`src/rtl/hac_pkg.sv`:
```
package hac_pkg;

  typedef enum logic [2:0] {
    ST_IDLE = 3'd0,
    ST_PEND = 3'd1,
    ST_GAP  = 3'd2,
    ST_HELD = 3'd3,
    ST_REL  = 3'd4
  } hac_state_e;

endpackage

```
`src/rtl/hac_cycle_track.sv`:
```
module hac_cycle_track #(
  parameter int BURST_LEN = 4
) (
  input  logic clk,
  input  logic rst_n,
  input  logic start_v,
  input  logic burst,
  input  logic brdy,
  output logic active,
  output logic last_beat
);

  localparam int CW = $clog2(BURST_LEN + 1);
  localparam logic [CW-1:0] LAST_IDX = CW'(BURST_LEN - 1);

  logic          act_q, act_d;
  logic          bur_q, bur_d;
  logic [CW-1:0] cnt_q, cnt_d;

  assign active    = act_q;
  assign last_beat = act_q && brdy && (!bur_q || (cnt_q == LAST_IDX));

  always_comb begin
    act_d = act_q;
    bur_d = bur_q;
    cnt_d = cnt_q;
    if (start_v) begin
      act_d = 1'b1;
      bur_d = burst;
      cnt_d = '0;
    end else if (act_q && brdy) begin
      if (last_beat) begin
        act_d = 1'b0;
        cnt_d = '0;
      end else begin
        cnt_d = cnt_q + 1'b1;
      end
    end
  end

  always_ff @(posedge clk or negedge rst_n) begin
    if (!rst_n) begin
      act_q <= 1'b0;
      bur_q <= 1'b0;
      cnt_q <= '0;
    end else begin
      act_q <= act_d;
      bur_q <= bur_d;
      cnt_q <= cnt_d;
    end
  end

  AST_BEAT_RANGE: assert property (@(posedge clk) disable iff (!rst_n)
    cnt_q < CW'(BURST_LEN));

  AST_SINGLE_ONE_BEAT: assert property (@(posedge clk) disable iff (!rst_n)
    (act_q && !bur_q) |-> (cnt_q == '0));

endmodule

```
`src/rtl/hac_snoop_timer.sv`:
```
module hac_snoop_timer #(
  parameter int RES_LAT = 2
) (
  input  logic clk,
  input  logic rst_n,
  input  logic strobe,
  input  logic accept,
  output logic busy
);

  localparam int TW = $clog2(RES_LAT + 1);
  localparam logic [TW-1:0] LOAD = TW'(RES_LAT);

  logic [TW-1:0] tmr_q, tmr_d;

  assign busy = (tmr_q != '0);

  always_comb begin
    tmr_d = tmr_q;
    if (strobe && accept) begin
      tmr_d = LOAD;
    end else if (tmr_q != '0) begin
      tmr_d = tmr_q - 1'b1;
    end
  end

  always_ff @(posedge clk or negedge rst_n) begin
    if (!rst_n) begin
      tmr_q <= '0;
    end else begin
      tmr_q <= tmr_d;
    end
  end

  AST_TIMER_BOUND: assert property (@(posedge clk) disable iff (!rst_n)
    tmr_q <= LOAD);

  AST_TIMER_COUNTS_DOWN: assert property (@(posedge clk) disable iff (!rst_n)
    (busy && !(strobe && accept)) |=> (tmr_q == $past(tmr_q) - 1'b1));

endmodule

```
`src/rtl/hac_grant_fsm.sv`:
```
module hac_grant_fsm
  import hac_pkg::*;
#(
  parameter int GRANT_DLY = 2
) (
  input  logic clk,
  input  logic rst_n,
  input  logic hold_req,
  input  logic cyc_busy,
  input  logic last_beat,
  input  logic snoop_busy,
  output logic held,
  output logic hlda,
  output logic bus_oe,
  output logic cyc_ok
);

  localparam int GW = $clog2(GRANT_DLY + 1);
  localparam logic [GW-1:0] GAP_LOAD = GW'(GRANT_DLY - 1);

  hac_state_e    st_q, st_d;
  logic [GW-1:0] gap_q, gap_d;
  logic          hlda_q, oe_q, ok_q;
  logic          grant_d;

  assign held   = (st_q == ST_HELD);
  assign hlda   = hlda_q;
  assign bus_oe = oe_q;
  assign cyc_ok = ok_q;

  always_comb begin
    st_d  = st_q;
    gap_d = gap_q;
    unique case (st_q)
      ST_IDLE: begin
        if (hold_req) begin
          if (cyc_busy) begin
            st_d = ST_PEND;
          end else begin
            st_d  = ST_GAP;
            gap_d = GAP_LOAD;
          end
        end
      end
      ST_PEND: begin
        if (!hold_req) begin
          st_d = ST_IDLE;
        end else if (last_beat) begin
          st_d  = ST_GAP;
          gap_d = GAP_LOAD;
        end
      end
      ST_GAP: begin
        if (!hold_req) begin
          st_d = ST_IDLE;
        end else if (gap_q == '0) begin
          st_d = ST_HELD;
        end else begin
          gap_d = gap_q - 1'b1;
        end
      end
      ST_HELD: begin
        if (!hold_req) begin
          st_d = ST_REL;
        end
      end
      ST_REL: begin
        if (!snoop_busy) begin
          st_d = ST_IDLE;
        end
      end
      default: st_d = ST_IDLE;
    endcase
  end

  assign grant_d = (st_d == ST_HELD) || (st_d == ST_REL);

  always_ff @(posedge clk or negedge rst_n) begin
    if (!rst_n) begin
      st_q   <= ST_IDLE;
      gap_q  <= '0;
      hlda_q <= 1'b0;
      oe_q   <= 1'b1;
      ok_q   <= 1'b1;
    end else begin
      st_q   <= st_d;
      gap_q  <= gap_d;
      hlda_q <= grant_d;
      oe_q   <= !grant_d;
      ok_q   <= (st_d == ST_IDLE);
    end
  end

  AST_GRANT_NEEDS_HOLD: assert property (@(posedge clk) disable iff (!rst_n)
    $rose(hlda_q) |-> $past(hold_req));

  AST_RELEASE_FROM_REL: assert property (@(posedge clk) disable iff (!rst_n)
    $fell(hlda_q) |-> ($past(st_q) == ST_REL));

  AST_GAP_BOUND: assert property (@(posedge clk) disable iff (!rst_n)
    gap_q <= GAP_LOAD);

endmodule

```
`src/rtl/hold_ack_ctrl.sv`:
```
module hold_ack_ctrl #(
  parameter int BURST_LEN = 4,
  parameter int GRANT_DLY = 2,
  parameter int RES_LAT   = 2
) (
  input  logic clk,
  input  logic rst_n,
  input  logic hold_req,
  input  logic cyc_start,
  input  logic cyc_burst,
  input  logic brdy,
  input  logic snoop_strobe,
  output logic hlda,
  output logic bus_oe,
  output logic cyc_ok
);

  logic start_v;
  logic trk_active;
  logic trk_last;
  logic cyc_busy;
  logic held;
  logic snp_busy;

  assign start_v  = cyc_start && cyc_ok;
  assign cyc_busy = start_v || (trk_active && !trk_last);

  hac_cycle_track #(.BURST_LEN(BURST_LEN)) u_track (
    .clk       (clk),
    .rst_n     (rst_n),
    .start_v   (start_v),
    .burst     (cyc_burst),
    .brdy      (brdy),
    .active    (trk_active),
    .last_beat (trk_last)
  );

  hac_snoop_timer #(.RES_LAT(RES_LAT)) u_snoop (
    .clk    (clk),
    .rst_n  (rst_n),
    .strobe (snoop_strobe),
    .accept (held),
    .busy   (snp_busy)
  );

  hac_grant_fsm #(.GRANT_DLY(GRANT_DLY)) u_fsm (
    .clk        (clk),
    .rst_n      (rst_n),
    .hold_req   (hold_req),
    .cyc_busy   (cyc_busy),
    .last_beat  (trk_last),
    .snoop_busy (snp_busy),
    .held       (held),
    .hlda       (hlda),
    .bus_oe     (bus_oe),
    .cyc_ok     (cyc_ok)
  );

  AST_FLOAT_WITH_GRANT: assert property (@(posedge clk) disable iff (!rst_n)
    hlda |-> !bus_oe);

  AST_NO_START_IN_GRANT: assert property (@(posedge clk) disable iff (!rst_n)
    hlda |-> !cyc_ok);

  AST_GRANT_BUS_QUIET: assert property (@(posedge clk) disable iff (!rst_n)
    $rose(hlda) |-> !trk_active);

  AST_RELEASE_AFTER_SNOOP: assert property (@(posedge clk) disable iff (!rst_n)
    $fell(hlda) |-> !$past(snp_busy));

endmodule

```
`config.mk`:
```
export PLATFORM = sky130hd
export DESIGN_NAME = hold_ack_ctrl
export DESIGN_NICKNAME = d
export VERILOG_FILES = /design/src/rtl/hac_pkg.sv /design/src/rtl/hac_cycle_track.sv /design/src/rtl/hac_snoop_timer.sv /design/src/rtl/hac_grant_fsm.sv /design/src/rtl/hold_ack_ctrl.sv
export SDC_FILE = /design/constraint.sdc
export NUM_CORES = 1
export LEC_CHECK = 0
export BUFFER_PORTS_ARGS = -buffer_cell sky130_fd_sc_hd__buf_2
export CAP_MARGIN = 40
export CORE_MARGIN = 3
export CORE_UTILIZATION = 55
export CTS_CLUSTER_DIAMETER = 100
export DETAILED_ROUTE_END_ITERATION = 8
export PLACE_DENSITY_LB_ADDON = 0.1
export RECOVER_POWER = 25
export SETUP_SLACK_MARGIN = 0.02
export SYNTH_ARGS = -nofsm -noshare
export SYNTH_HDL_FRONTEND = slang
export SYNTH_HIERARCHICAL = 1
export SYNTH_SLANG_ARGS = --single-unit
```
`constraint.sdc`:
```
create_clock -name clk -period 3.86 [get_ports clk]
set_input_delay 0.772 -clock clk [delete_from_list [all_inputs] [get_ports clk]]
set_output_delay 0.772 -clock clk [all_outputs]
set_load 0.005 [all_outputs]
```
; ---- Word-level counts from Yosys, hierarchy flattened
; Index checks and enable logic that the tools add are counted.
; W data, S select, Z words.
[totals]
register_bits = 15
elab_cells = 70
[classes]
reduce_logical = 21
n_eq_ne = 13
add_sub_neg = 3
n_mux = 24
[ops]
columns = cell, count
row1 = $mux W3, 10
row2 = $mux W2, 9
row3 = $pmux W3 S5, 1
row4 = $eq A3 B2 Y1 const B, 4
row5 = $ne A2 B2 Y1 const B, 6
row6 = $reduce_bool A2 Y1, 4
row7 = $reduce_and A7 Y1, 1
row8 = $eq A3 B3 Y1 const B, 2
row9 = $logic_not A3 Y1, 2
row10 = $pmux W2 S3, 1
row11 = $logic_and A1 B1 Y1, 5
row12 = $sub A2 B1 Y2 const B, 2
row13 = $add A3 B1 Y3 const B, 1
row14 = $eq A3 B1 Y1 const B, 1
row15 = $logic_not A1 Y1, 3
row16 = $logic_or A1 B1 Y1, 3
row17 = $mux W1, 3
row18 = $reduce_bool A3 Y1, 1
row19 = $logic_not A2 Y1, 1
row20 = $reduce_and A2 Y1, 1

; ---- Logic depth before layout (Yosys ltp)
; Gate-level depths: netlist of the first run.
[depth]
depth_word = 12
mapped_depth = 9
ltp_nobuf = 9

; ---- By module
; The synthesis of the first run kept the hierarchy.
[by_module_without_submodules]
columns = module, area_per_inst_um2, n_inst, cells_per_inst, seq_area_each_um2
row1 = hac_grant_fsm, 431.7, 1, 40, 202.7
row2 = hac_cycle_track, 249.0, 1, 24, 125.1
row3 = hac_snoop_timer, 113.9, 1, 12, 50.0
row4 = hold_ack_ctrl, 20.0, 1, 3, 0.0

; ---- Worst setup path after synthesis of the first run
; Ideal clock, no wire load.
[synth_path]
kind = input to register
start = input brdy
end = register u_fsm.gap_q[1]
t_required_ns = 3.725
path_slack_ns = 2.141
stages = 7
t_arrival_ns = 1.585
cell_sequence = nand2_1 -> nor2_1 -> inv_1 -> a21o_1 -> nor2b_1 -> nor3_1 -> o211ai_1
[synth_between]
elab_chain_cells = 7
elab_cells_between_ends = 8
classes_between = eq/ne (2) / reduce/logical (6)
[synth_rtl]
columns = item, line_no
row1 = "start, declared", hold_ack_ctrl.sv:11  ; input logic brdy,
row2 = $logic_and A1 B1 Y1 (2 in a row), hac_cycle_track.sv:21  ; assign last_beat = act_q && brdy && (!bur_q || (cnt_q == LAST_IDX));
row3 = net trk_last, hold_ack_ctrl.sv:20  ; logic trk_last;
row4 = $logic_not A1 Y1, hold_ack_ctrl.sv:26  ; assign cyc_busy = start_v || (trk_active && !trk_last);
row5 = $logic_and A1 B1 Y1, hold_ack_ctrl.sv:26
row6 = $logic_or A1 B1 Y1, hold_ack_ctrl.sv:26
row7 = net cyc_busy, hold_ack_ctrl.sv:21  ; logic cyc_busy;
row8 = $ne A2 B2 Y1 (no line), --
row9 = $reduce_and A7 Y1 (no line), --
row10 = "end signal, assigned", hac_grant_fsm.sv:87  ; gap_q <= gap_d;
row11 = "end, declared", hac_grant_fsm.sv:22  ; logic [GW-1:0] gap_q, gap_d;
; The timed path passes the listed nets, and every way through them passes these cells.
; A chain may end at the register's enable or synchronous reset.

; ---- Worst setup path in the final report of the first run
[layout_path]
start = register u_track.cnt_q[0]
end = register u_fsm.st_q[0]
[layout_between]
elab_chain_cells = 9
elab_cells_between_ends = 11
classes_between = eq/ne (1) / mux (5) / reduce/logical (5)
[layout_rtl]
columns = item, line_no
row1 = "start, declared", hac_cycle_track.sv:18  ; logic [CW-1:0] cnt_q, cnt_d;
row2 = "start signal, assigned", hac_cycle_track.sv:49  ; cnt_q <= cnt_d;
row3 = $eq A3 B2 Y1, hac_cycle_track.sv:21
row4 = $logic_or A1 B1 Y1, hac_cycle_track.sv:21
row5 = $logic_and A1 B1 Y1, hac_cycle_track.sv:21
row6 = net trk_last, hold_ack_ctrl.sv:20
row7 = $logic_not A1 Y1, hold_ack_ctrl.sv:26
row8 = $logic_and A1 B1 Y1, hold_ack_ctrl.sv:26
row9 = $logic_or A1 B1 Y1, hold_ack_ctrl.sv:26
row10 = net cyc_busy, hold_ack_ctrl.sv:21
row11 = $mux W2, hac_grant_fsm.sv:37  ; if (cyc_busy) begin
row12 = $mux W3, hac_grant_fsm.sv:36  ; if (hold_req) begin
row13 = $pmux W3 S5, hac_grant_fsm.sv:34  ; unique case (st_q)
row14 = net u_fsm.st_d[0], hac_grant_fsm.sv:21  ; hac_state_e st_q, st_d;
row15 = "end signal, assigned", hac_grant_fsm.sv:86  ; st_q <= st_d;
row16 = "end, declared", hac_grant_fsm.sv:21
; The timed path passes the listed nets, and every way through them passes these cells.

==> metrics.md, run 1 <==
| Metric | Value |
|---|---|
| DR WL/cell | 12.3 µm |
| Longest Clk Path Bufs | 2 |
| Final HPWL DP | 983 µm |
| Final Hold Slack | 516 ps |
| WL final | 1290 µm |
| Post-synthesis sequential area ratio | 46.4% |
| Initial antenna violation count | 0 |
| Final setup viols | 0 |
| Syn Inst Count | 79 |
| Flop2flop setup slack | 2010 ps |
| Leak | 0.000424 µW |
| Finished Layout Cells | 105 |
| Max_cap viols | 0 |
| Post-CTS sizing | 0 |
| Worst Setup SP | u_track/cnt_q[0] |
| Peak supply drop | 0.000397 V |
| Worst setup path endpoint | u_fsm/st_q[0] |
| Hold Crit Class | flip-flop to flip-flop |
| Cell Area, Synth | 815 µm² |
| Antenna Nets Post-Route | 0 |
| Final period util | 48.0% |
| CTS buffer count | 3 |
| Ys Warns | 6 |
| Clock root buffer | clkbuf_4 |
| Ys async rst share | 100% |
| Worst Path Required | 4040 ps |
| CTS Hold Buffers Added | 0 |
| Simple-gate area share of the yosys netlist | 24.3% |
| Area occupied by multi-input gates | 395 µm² |
| Worst Setup Start Kind | flip-flop |
| Die span in x | 44.5 µm |
| Syn Area/Cell | 10.3 µm² |
| Worst Skew | 0.275 ps |
| Number of I/O port buffers | 9 |
| Fmax | 540 MHz |
| Max Slew Vio Count | 0 |
| Worst slack at placement | 1920 ps |
| Starting Density | 60.3% |
| Die Ht | 44.5 µm |
| Die ar. | 0.00198 mm² |
| First-pass GRT wire length | 2260 µm |
| Seq cells post-synth | 15 |
| Outcome | finished clean |
| Adder-Cell Fraction of Synth Area | 6.14% |
| Pwr per Cell Area | 724 mW/mm² |
| Cell Rows | 13 |
| Share of cells above drive strength 1 | 23.3% |
| Post-Synth XOR/XNOR Area | 1.08% |
| Number of global-route vias before repair | 577 |
| CP Max Fanout | 3 |
| Setup TNS | 0 ps |
| Critical Path End Type | flip-flop |
| Mux cell area share after synthesis | 1.38% |
| Ys flop type | dfrtp_1 |
| Number of synthesized flops with an enable pin | 0 |
| Largest net degree at the start of global routing | 16 |
| Hold path startpoint | u_fsm/gap_q[1] |
| Antenna cells | 0 |
| Clk sink count | 15 |
| Worst Tran Pin Value | 777 ps |
| Final WS setup | 2010 ps |
| H-tree depth | 1 |
| CP Class | flip-flop to flip-flop |
| Vias | 587 |
| Fin util | 65.8% |
| Gr usage total | 15.7% |
| Synth Area in Compound Gates | 15.7% |
| R2r endpoint | u_fsm/st_q[0] |
| Fillers | 123 |
| Worst r2r src | u_track/cnt_q[0] |
| Final Hold Violating Endpoints | 0 |
| Clk_lat worst skew | 270 ps |
| RSZ-0062 raised after global routing | no |
| 1st-iter DRT viols | 10 |
| Cell variety after synth | 34 |
| CTS tree | done |
| Clock transition at the registers of the reported paths | 80 ps |
| Largest family of logic cells by synthesized area | simple AND/OR/NAND/NOR gates |
| Placed Instances | 101 |
| Worst rel slew slack | 48.2% |
| First-pass detailed-route iteration total | 4 |
| R2R depth | 9 |
| Postcts setup bufs | 0 |
| Area grow syn2layout | 9.06% |
| Post-layout min period | 1850 ps |
| Core area | 0.00135 mm² |
| Routability congestion estimate | 0.848 |
| Hold Path Stages | 2 |
| Sequential cell area | 378 µm² |
| Final #Nets | 102 |
| Worst endpoint data arrival time | 2040 ps |
| Via density | 5.59 |
| Syn Nets | 90 |
| IO Pins | 10 |
| DRC | 0 |
| Gr ovfl total | 0 |
[layout by cell type (no fill, tap or decap), types with 2 or more instances in the layout]
cell type and n:
dfrtp_1 13, buf_2 8, inv_1 7, nand2_1 7, nor2_1 6, nor2b_1 4
ha_1 4, a21oi_1 4, a21o_1 3, clkbuf_4 3, clkbuf_1 2, and2b_1 2
nand4_1 2, dfstp_2 2, or3_1 2
[how the worst min path moves through the flow]
stage	to
after detailed placement	u_fsm/gap_q[1]
final	u_fsm/gap_q[1]
after CTS	u_track/cnt_q[2]
after global routing	u_fsm/gap_q[1]
after global placement	u_fsm/gap_q[1]
after floorplan	u_fsm/gap_q[0]
[layer usage]
layer	part of all wire [%]	GRT usage, %
met1	48	19.3
met2	46	24.6
met3	4.8	4.88
met4	0.93	7.83
met5	0	0
[synthesized netlist by cell type, types with 2 or more instances]
cell type	count	share of area (%)
a21o_1	3	2.8
a21oi_1	4	2.5
and2b_1	2	1.8
buf_4	2	1.8
dfrtp_1	13	40
dfstp_2	2	6.5
ha_1	4	6.1
inv_1	7	3.2
nand2_1	7	3.2
nand4_1	2	1.5
nor2_1	6	2.8
nor2b_1	4	3.1
or3_1	2	1.5
[power by group]
group	leakage (µW)	total [µW]	switching [µW]	internal [µW]
sequential	0.000184	290	62.2	228
clock	0.0000150	87.1	47.1	40.0
combinational	0.000225	266	131	136
[cells by family after synthesis]
group	after synthesis
compound gates	16
flops	15
buf+inv	9
simple gates	33
xor+xnor	1
mux	1
fa+ha+maj	4
[layout make-up]
class                   instances  share of cell area [%]
multi-input cells              55                    44.5
flip-flops and latches         15                    42.5
repair buffers                  9                    4.93
clock buffers                   4                    2.96
inverters                       7                    2.96
well taps                      15                    2.11
[worst max-delay path: stages (launching register included)]
cell      delay, ps
dfrtp_1         410
ha_1            210
ha_1            200
nor2b_1         170
nor2_1           80
inv_1            50
a21o_1          100
nor2b_1         220
nor3_1           90
a211oi_1        240
[stage by stage]
stage               power [µW]  area [µm²]
floorplan                  503         815
global placement           553         863
detailed placement         561         863
CTS                        651         890
global route               705         888
finish                     643         888
[flip-flops by register name, summed over array words and instances, names as in the netlist, 2 cells and up]
register,count
u_snoop/tmr_q,2
u_fsm/gap_q,2
u_fsm/st_q,3
u_track/cnt_q,3
(Power assumes the default switching activity.)
==> run 2, diff against run 1 <==
- CORE_UTILIZATION: 55 -> 49
- clock period: 3.86 -> 1.53 ns (I/O delays scaled with it)
==> run 2 against run 1 <==
The flow now finishes with violations (setup timing). Power grew to 2.8 times the previous value. Count of clock-buffer cells in the layout unchanged. Clock skew rose by 2.7 ps. Critical path depth is the same. Combinational power rose to 3.2 times the previous value. Sequential share of layout area down 4.2 points. Sequential power rose to 2.5 times the previous value. First-iteration DRC count is 60% lower. Cell area increased by 11%. Final cell count rose by 5.7%. Global-route usage is 0.53 points lower. Critical endpoint is now u_fsm/gap_q[0]. Largest cell class unchanged.
==> metrics.md, run 2 (synthesized netlist as in run 1, its figures left out) <==
| Metric | Value |
|---|---|
| Final Hold Violating Endpoints | 0 (unchanged) |
| Peak supply drop | 0.00106 V (+170%) |
| Worst rel slew slack | 46.2% (-2.0 points) |
| Final period util | 106% (+58 points) |
| Number of I/O port buffers | 9 (unchanged) |
| Worst Tran Pin Value | 807 ps (+30.6 ps) |
| R2R depth | 9 (unchanged) |
| CP Max Fanout | 3 (unchanged) |
| Hold Crit Class | primary input to flip-flop |
| Final setup viols | 4 (+4) |
| Critical Path End Type | flip-flop |
| Sequential cell area | 378 µm² (unchanged) |
| Core area | 0.00154 mm² (+14%) |
| Fin util | 64.0% (-1.8 points) |
| Gr usage total | 15.2% (-0.53 points) |
| CTS buffer count | 3 (unchanged) |
| Via density | 5.47 (-2.2%) |
| Routability congestion estimate | 0.745 (-12%) |
| WL final | 1510 µm (+17%) |
| Hold path startpoint | snoop_strobe |
| Number of global-route vias before repair | 563 (-2.4%) |
| Final HPWL DP | 1010 µm (+2.5%) |
| CP max stage delay | 390 ps (-20 ps) |
| DRC | 0 (unchanged) |
| DR WL/cell | 13.6 µm (+11%) |
| Clk_lat worst skew | 280 ps (about the same) |
| Worst r2r src | u_track/cnt_q[0] |
| Worst Skew | 2.94 ps (+2.67 ps) |
| Starting Density | 52.8% (-7.5 points) |
| CP Buf/Inv Count | 1 (unchanged) |
| Final WS setup | -88.0 ps (-2090 ps) |
| Die span in x | 46.8 µm (+5.1%) |
| Fillers | 149 (+21%) |
| Antenna Nets Post-Route | 0 (unchanged) |
| Area grow syn2layout | 21.0% |
| Antenna cells | 0 (unchanged) |
| RSZ-0062 raised after global routing | yes |
| Largest net degree at the start of global routing | 16 (unchanged) |
| Vias | 607 (+3.4%) |
| First-pass detailed-route iteration total | 4 (unchanged) |
| Most frequent cells in the layout | 13 x dfrtp_1, 8 x buf_2, 7 x inv_1, 7 x nand2_1, 5 x nor2_1 |
| CP max stage cell | dfrtp_1 |
| R2r endpoint | u_fsm/gap_q[0] |
| Flop2flop setup slack | -90 ps (-2090 ps) |
| CTS tree | done |
| Hold EP | u_snoop/tmr_q[0] |
| Clk sink count | 15 (unchanged) |
| IO Pins | 10 (unchanged) |
| Max_cap viols | 0 (unchanged) |
| CP Class | flip-flop to flip-flop |
| Post-layout min period | 1620 ps (-235 ps) |
| Setup TNS | -251 ps (-251 ps) |
| Cell Chain, Critical Path | ha_2 -> ha_4 -> nor2b_4 -> nor2_2 -> inv_1 -> a21o_1 -> nor2b_4 -> o21ai_1 -> and3b_1 |
| Failing checks | setup timing |
| Clock root buffer | clkbuf_4 |
| CP delay by family, top | simple AND/OR/NAND/NOR gates |
| Clock transition at the registers of the reported paths | 80 ps (about the same) |
| Leak | 0.000461 µW (+8.7%) |
| Top flop regs | u_fsm/st_q (3), u_track/cnt_q (3) |
| Fmax | 618 MHz (+15%) |
| Cell Rows | 14 (+1) |
| Die Ht | 46.8 µm (+5.1%) |
| 1st-iter DRT viols | 4 (-6) |
| Worst Setup Start Kind | flip-flop |
| Pwr per Cell Area | 1830 mW/mm² (+150%) |
| Most common cell after layout, fill and taps aside | dfrtp_1 |
| Worst Path Required | 1710 ps (-2330 ps) |
| Longest Clk Path Bufs | 2 (unchanged) |
| H-tree depth | 1 (unchanged) |
| Area occupied by multi-input gates | 452 µm² (+14%) |
| Max Slew Vio Count | 0 (unchanged) |
| Initial antenna violation count | 0 (unchanged) |
| Final #Nets | 107 (+4.9%) |
| Outcome | complete, but fails checks |
| Share of cells above drive strength 1 | 35.8% (+12 points) |
| Die ar. | 0.00219 mm² (+11%) |
| Gr ovfl total | 0 (unchanged) |
| CP most frequent cell | nor2b_4 |
| Worst endpoint data arrival time | 1800 ps (-240 ps) |
| Hold Path Stages | 2 (unchanged) |
| First-pass GRT wire length | 2260 µm (unchanged) |
## run 2: final cells by class
| cell class | instances | area share (%) |
|---|---|---|
| Timing Repair Buffer | 14 | 8.50 |
| Clock buffer | 4 | 2.66 |
| Multi-Input combinational cell | 55 | 45.8 |
| Tap cell | 16 | 2.03 |
| Inverter | 7 | 2.66 |
| Sequential cell | 15 | 38.3 |
## run 2: timing repair
action | in CTS | in global routing
pin swaps | 3 | 2
endpoints found under the hold margin | 13 | 0
setup endpoints to repair | 4 | 6
setup buffers | 1 | 0
hold buffers | 1 | 0
gates resized for setup | 3 | 6
## run 2: worst max path at each step
stage,startpoint,end,slack [ps],cells after the start
final,u_track/cnt_q[0],u_fsm/gap_q[0],-90,9
after global routing,u_track/cnt_q[1],u_fsm/gap_q[0],-140,9
after CTS,u_track/cnt_q[0],u_fsm/gap_q[1],-100,9
after detailed placement,u_track/cnt_q[0],u_fsm/gap_q[0],-120,9
after global placement,u_track/cnt_q[0],u_fsm/gap_q[0],-90,9
after floorplan,u_track/cnt_q[0],u_fsm/gap_q[0],4,9
## run 2: where the power goes
group	internal [µW]	total, µW	switching [µW]
sequential	574	733	159
clock	101	223	121
combinational	443	848	405
## run 2: per-layer routing
layer / vias up / GRT usage, % / routed length, µm
met3: 2 / 6.90 / 59
li1: 302 / - / -
met2: 9 / 26.3 / 813
met4: 0 / 4.97 / 19
met1: 294 / 16.5 / 618
met5: - / 0 / 0
## run 2: through the flow
stage	hold WS, ps	instance area [µm²]	setup slack (ps)	total power, µW	std cells
5_1_grt	202	986	-142	1950	111
3_3_place_gp	228	905	-87.0	1470	105
3_5_place_dp	229	905	-118	1490	105
6_report	198	986	-88.0	1800	111
4_1_cts	191	961	-97.2	1750	111
2_1_floorplan	10.4	832	4.44	1300	79
==> run 3, diff against run 2 <==
==> constraint.sdc (replaced) <==
create_clock -name clk -period 1.53 [get_ports clk]
set_input_delay 0.153 -clock clk [delete_from_list [all_inputs] [get_ports clk]]
set_output_delay 0.153 -clock clk [all_outputs]
set_load 0.005 [all_outputs]
==> run 3 against run 2 <==
The run still ends with setup timing left. Via count is 2.0% higher. Hold slack got worse by 140 ps. Maximum frequency rose by 0.52%. Cell area grew 1.9%. Power is 1.5% higher. Global-route usage increased by 0.29 points.
==> metrics.md, run 3 (synthesized netlist as in run 1, its figures left out) <==
| Metric | Value |
|---|---|
| Outcome | complete, but fails checks |
| Failing checks | setup timing |
| Initial antenna violation count | 0 (unchanged) |
| Post-layout min period | 1610 ps (-8.33 ps) |
| Die Ht | 46.8 µm (unchanged) |
| Vias | 619 (+2.0%) |
| Flop2flop setup slack | -80 ps (about the same) |
| R2r endpoint | u_fsm/gap_q[0] |
| Number of global-route vias before repair | 591 (+5.0%) |
| Fmax | 621 MHz (+0.52%) |
| CP Class | flip-flop to flip-flop |
| Die ar. | 0.00219 mm² (unchanged) |
| Clock root buffer | clkbuf_4 |
| Pwr per Cell Area | 1820 mW/mm² (-0.42%) |
| Longest Clk Path Bufs | 2 (unchanged) |
| Peak supply drop | 0.00101 V (-5.3%) |
| CTS buffer count | 3 (unchanged) |
| H-tree depth | 1 (unchanged) |
| Worst endpoint data arrival time | 1790 ps (about the same) |
| Starting Density | 52.8% (unchanged) |
| Clk sink count | 15 (unchanged) |
| Worst rel slew slack | 46.1% (-0.077 points) |
| Final HPWL DP | 991 µm (-1.6%) |
| Sw frac | 37.4% (-0.65 points) |
| Hold Crit Class | primary input to flip-flop |
| Number of I/O port buffers | 9 (unchanged) |
| Final period util | 105% (-0.54 points) |
| 1st-iter DRT viols | 8 (+4) |
| Clk_lat worst skew | 280 ps (about the same) |
| Clock transition at the registers of the reported paths | 90 ps (about the same) |
| Area grow syn2layout | 23.3% |
| R2R depth | 9 (unchanged) |
| Internal | 1150 µW (+2.5%) |
| Gr ovfl total | 0 (unchanged) |
| Worst r2r src | u_track/cnt_q[0] |
| Sequential share of power | 38.4% (-2.2 points) |
| Fin util | 65.2% (+1.2 points) |
| Routability congestion estimate | 0.727 (-2.3%) |
| Via density | 5.43 (-0.71%) |
| First-pass detailed-route iteration total | 4 (unchanged) |
| CTS tree | done |
| DRC | 0 (unchanged) |
| Final setup viols | 6 (+2) |
| Cell Rows | 14 (unchanged) |
| IO Pins | 10 (unchanged) |
| Gr usage total | 15.5% (+0.29 points) |
| Worst slack at placement | -109 ps (+9.81 ps) |
| Antenna cells | 0 (unchanged) |
| WL final | 1450 µm (-4.0%) |
| Final #Nets | 110 (+2.8%) |
| Die span in x | 46.8 µm (unchanged) |
| Max_cap viols | 0 (unchanged) |
| Worst Path Required | 1710 ps (about the same) |
| Setup TNS | -303 ps (-52.0 ps) |
| CP Max Fanout | 3 (unchanged) |
| Largest net degree at the start of global routing | 16 (unchanged) |
| Top flop regs | u_fsm/st_q (3), u_track/cnt_q (3) |
| Share of cells above drive strength 1 | 36.7% (+0.95 points) |
| Critical Path End Type | flip-flop |
| Net switching power of the design | 684 µW (-0.27%) |
| Final WS setup | -79.7 ps (+8.33 ps) |
| Antenna Nets Post-Route | 0 (unchanged) |
| Most frequent cells in the layout | 13 x dfrtp_1, 8 x buf_2, 7 x inv_1, 7 x nand2_1, 7 x buf_4 |
| Worst Setup Start Kind | flip-flop |
| Worst setup path endpoint | u_fsm/gap_q[0] |
| Worst Setup SP | u_track/cnt_q[0] |
| Leak | 0.000476 µW (+3.4%) |
| Share of power burned in combinational logic | 49.5% (+2.5 points) |
| Final Hold Violating Endpoints | 0 (unchanged) |
| Core area | 0.00154 mm² (unchanged) |
| RSZ-0062 raised after global routing | yes |
| First-pass GRT wire length | 2330 µm (+2.7%) |
| Max Slew Vio Count | 0 (unchanged) |
| Most common cell after layout, fill and taps aside | dfrtp_1 |
| Worst Tran Pin Value | 809 ps (+1.15 ps) |
| Worst Skew | 3.53 ps (+0.583 ps) |
| Clock power frac | 12.1% (-0.2 points) |
| DR WL/cell | 12.7 µm (-6.5%) |
run 3: layout make-up:
class / instances / area, µm²
fillers: 139 / 537
multi-input cells: 55 / 448
flip-flops and latches: 15 / 378
repair buffers: 17 / 106
clock buffers: 4 / 26.3
inverters: 7 / 26.3
well taps: 16 / 20.0
run 3: power groups by stage:
stage / Sequential [µW] / Clock, µW / Combinational, µW
6_report: 702 / 222 / 906
5_1_grt: 727 / 248 / 1020
2_1_floorplan: 694 / 0 / 609
3_5_place_dp: 708 / 0 / 791
4_1_cts: 701 / 234 / 842
3_3_place_gp: 703 / 0 / 777
run 3: what timing repair did:
item / in CTS / in global routing
setup endpoints to repair: 4 / 5
pin swaps: 1 / 2
hold buffers: 1 / 0
setup buffers: 2 / 1
resized for setup: 2 / 5
endpoints found under the hold margin: 13 / 0
run 3: metrics by stage:
step	total power (µW)	instance area, µm²	hold slack [ps]	std cells
after floorplan	1300	832	-143	79
after global placement	1480	912	70.8	106
after detailed placement	1500	912	71.9	106
after CTS	1780	976	45.1	113
after global routing	2000	1000	52.6	114
final	1830	1000	56.0	114
run 3: layer usage:
layer  global-route usage (%)  up-vias  wire length, µm
met5                        0        -                0
met1                     17.6      299              630
met2                     26.6        6              763
met4                     10.5        0               14
li1                         -      312                -
met3                     2.30        2               41
run 3: critical path, stage by stage (launching register included):
cell	delay, ps
dfrtp_1	400
ha_2	200
ha_4	170
nor2b_4	120
nor2_2	50
inv_1	40
a21o_1	100
nor2b_4	170
o21ai_0	90
and3b_1	180
run 3: worst min path at each step:
stage                 startpoint                to  slack (ps)  cells after the start
floorplan                  rst_n    u_fsm/gap_q[0]        -140                      0
global placement           rst_n  u_track/cnt_q[2]          70                      1
detailed placement         rst_n  u_track/cnt_q[2]          70                      1
CTS                 snoop_strobe  u_snoop/tmr_q[0]          50                      2
global route        snoop_strobe  u_snoop/tmr_q[0]          50                      2
finish              snoop_strobe  u_snoop/tmr_q[0]          60                      2
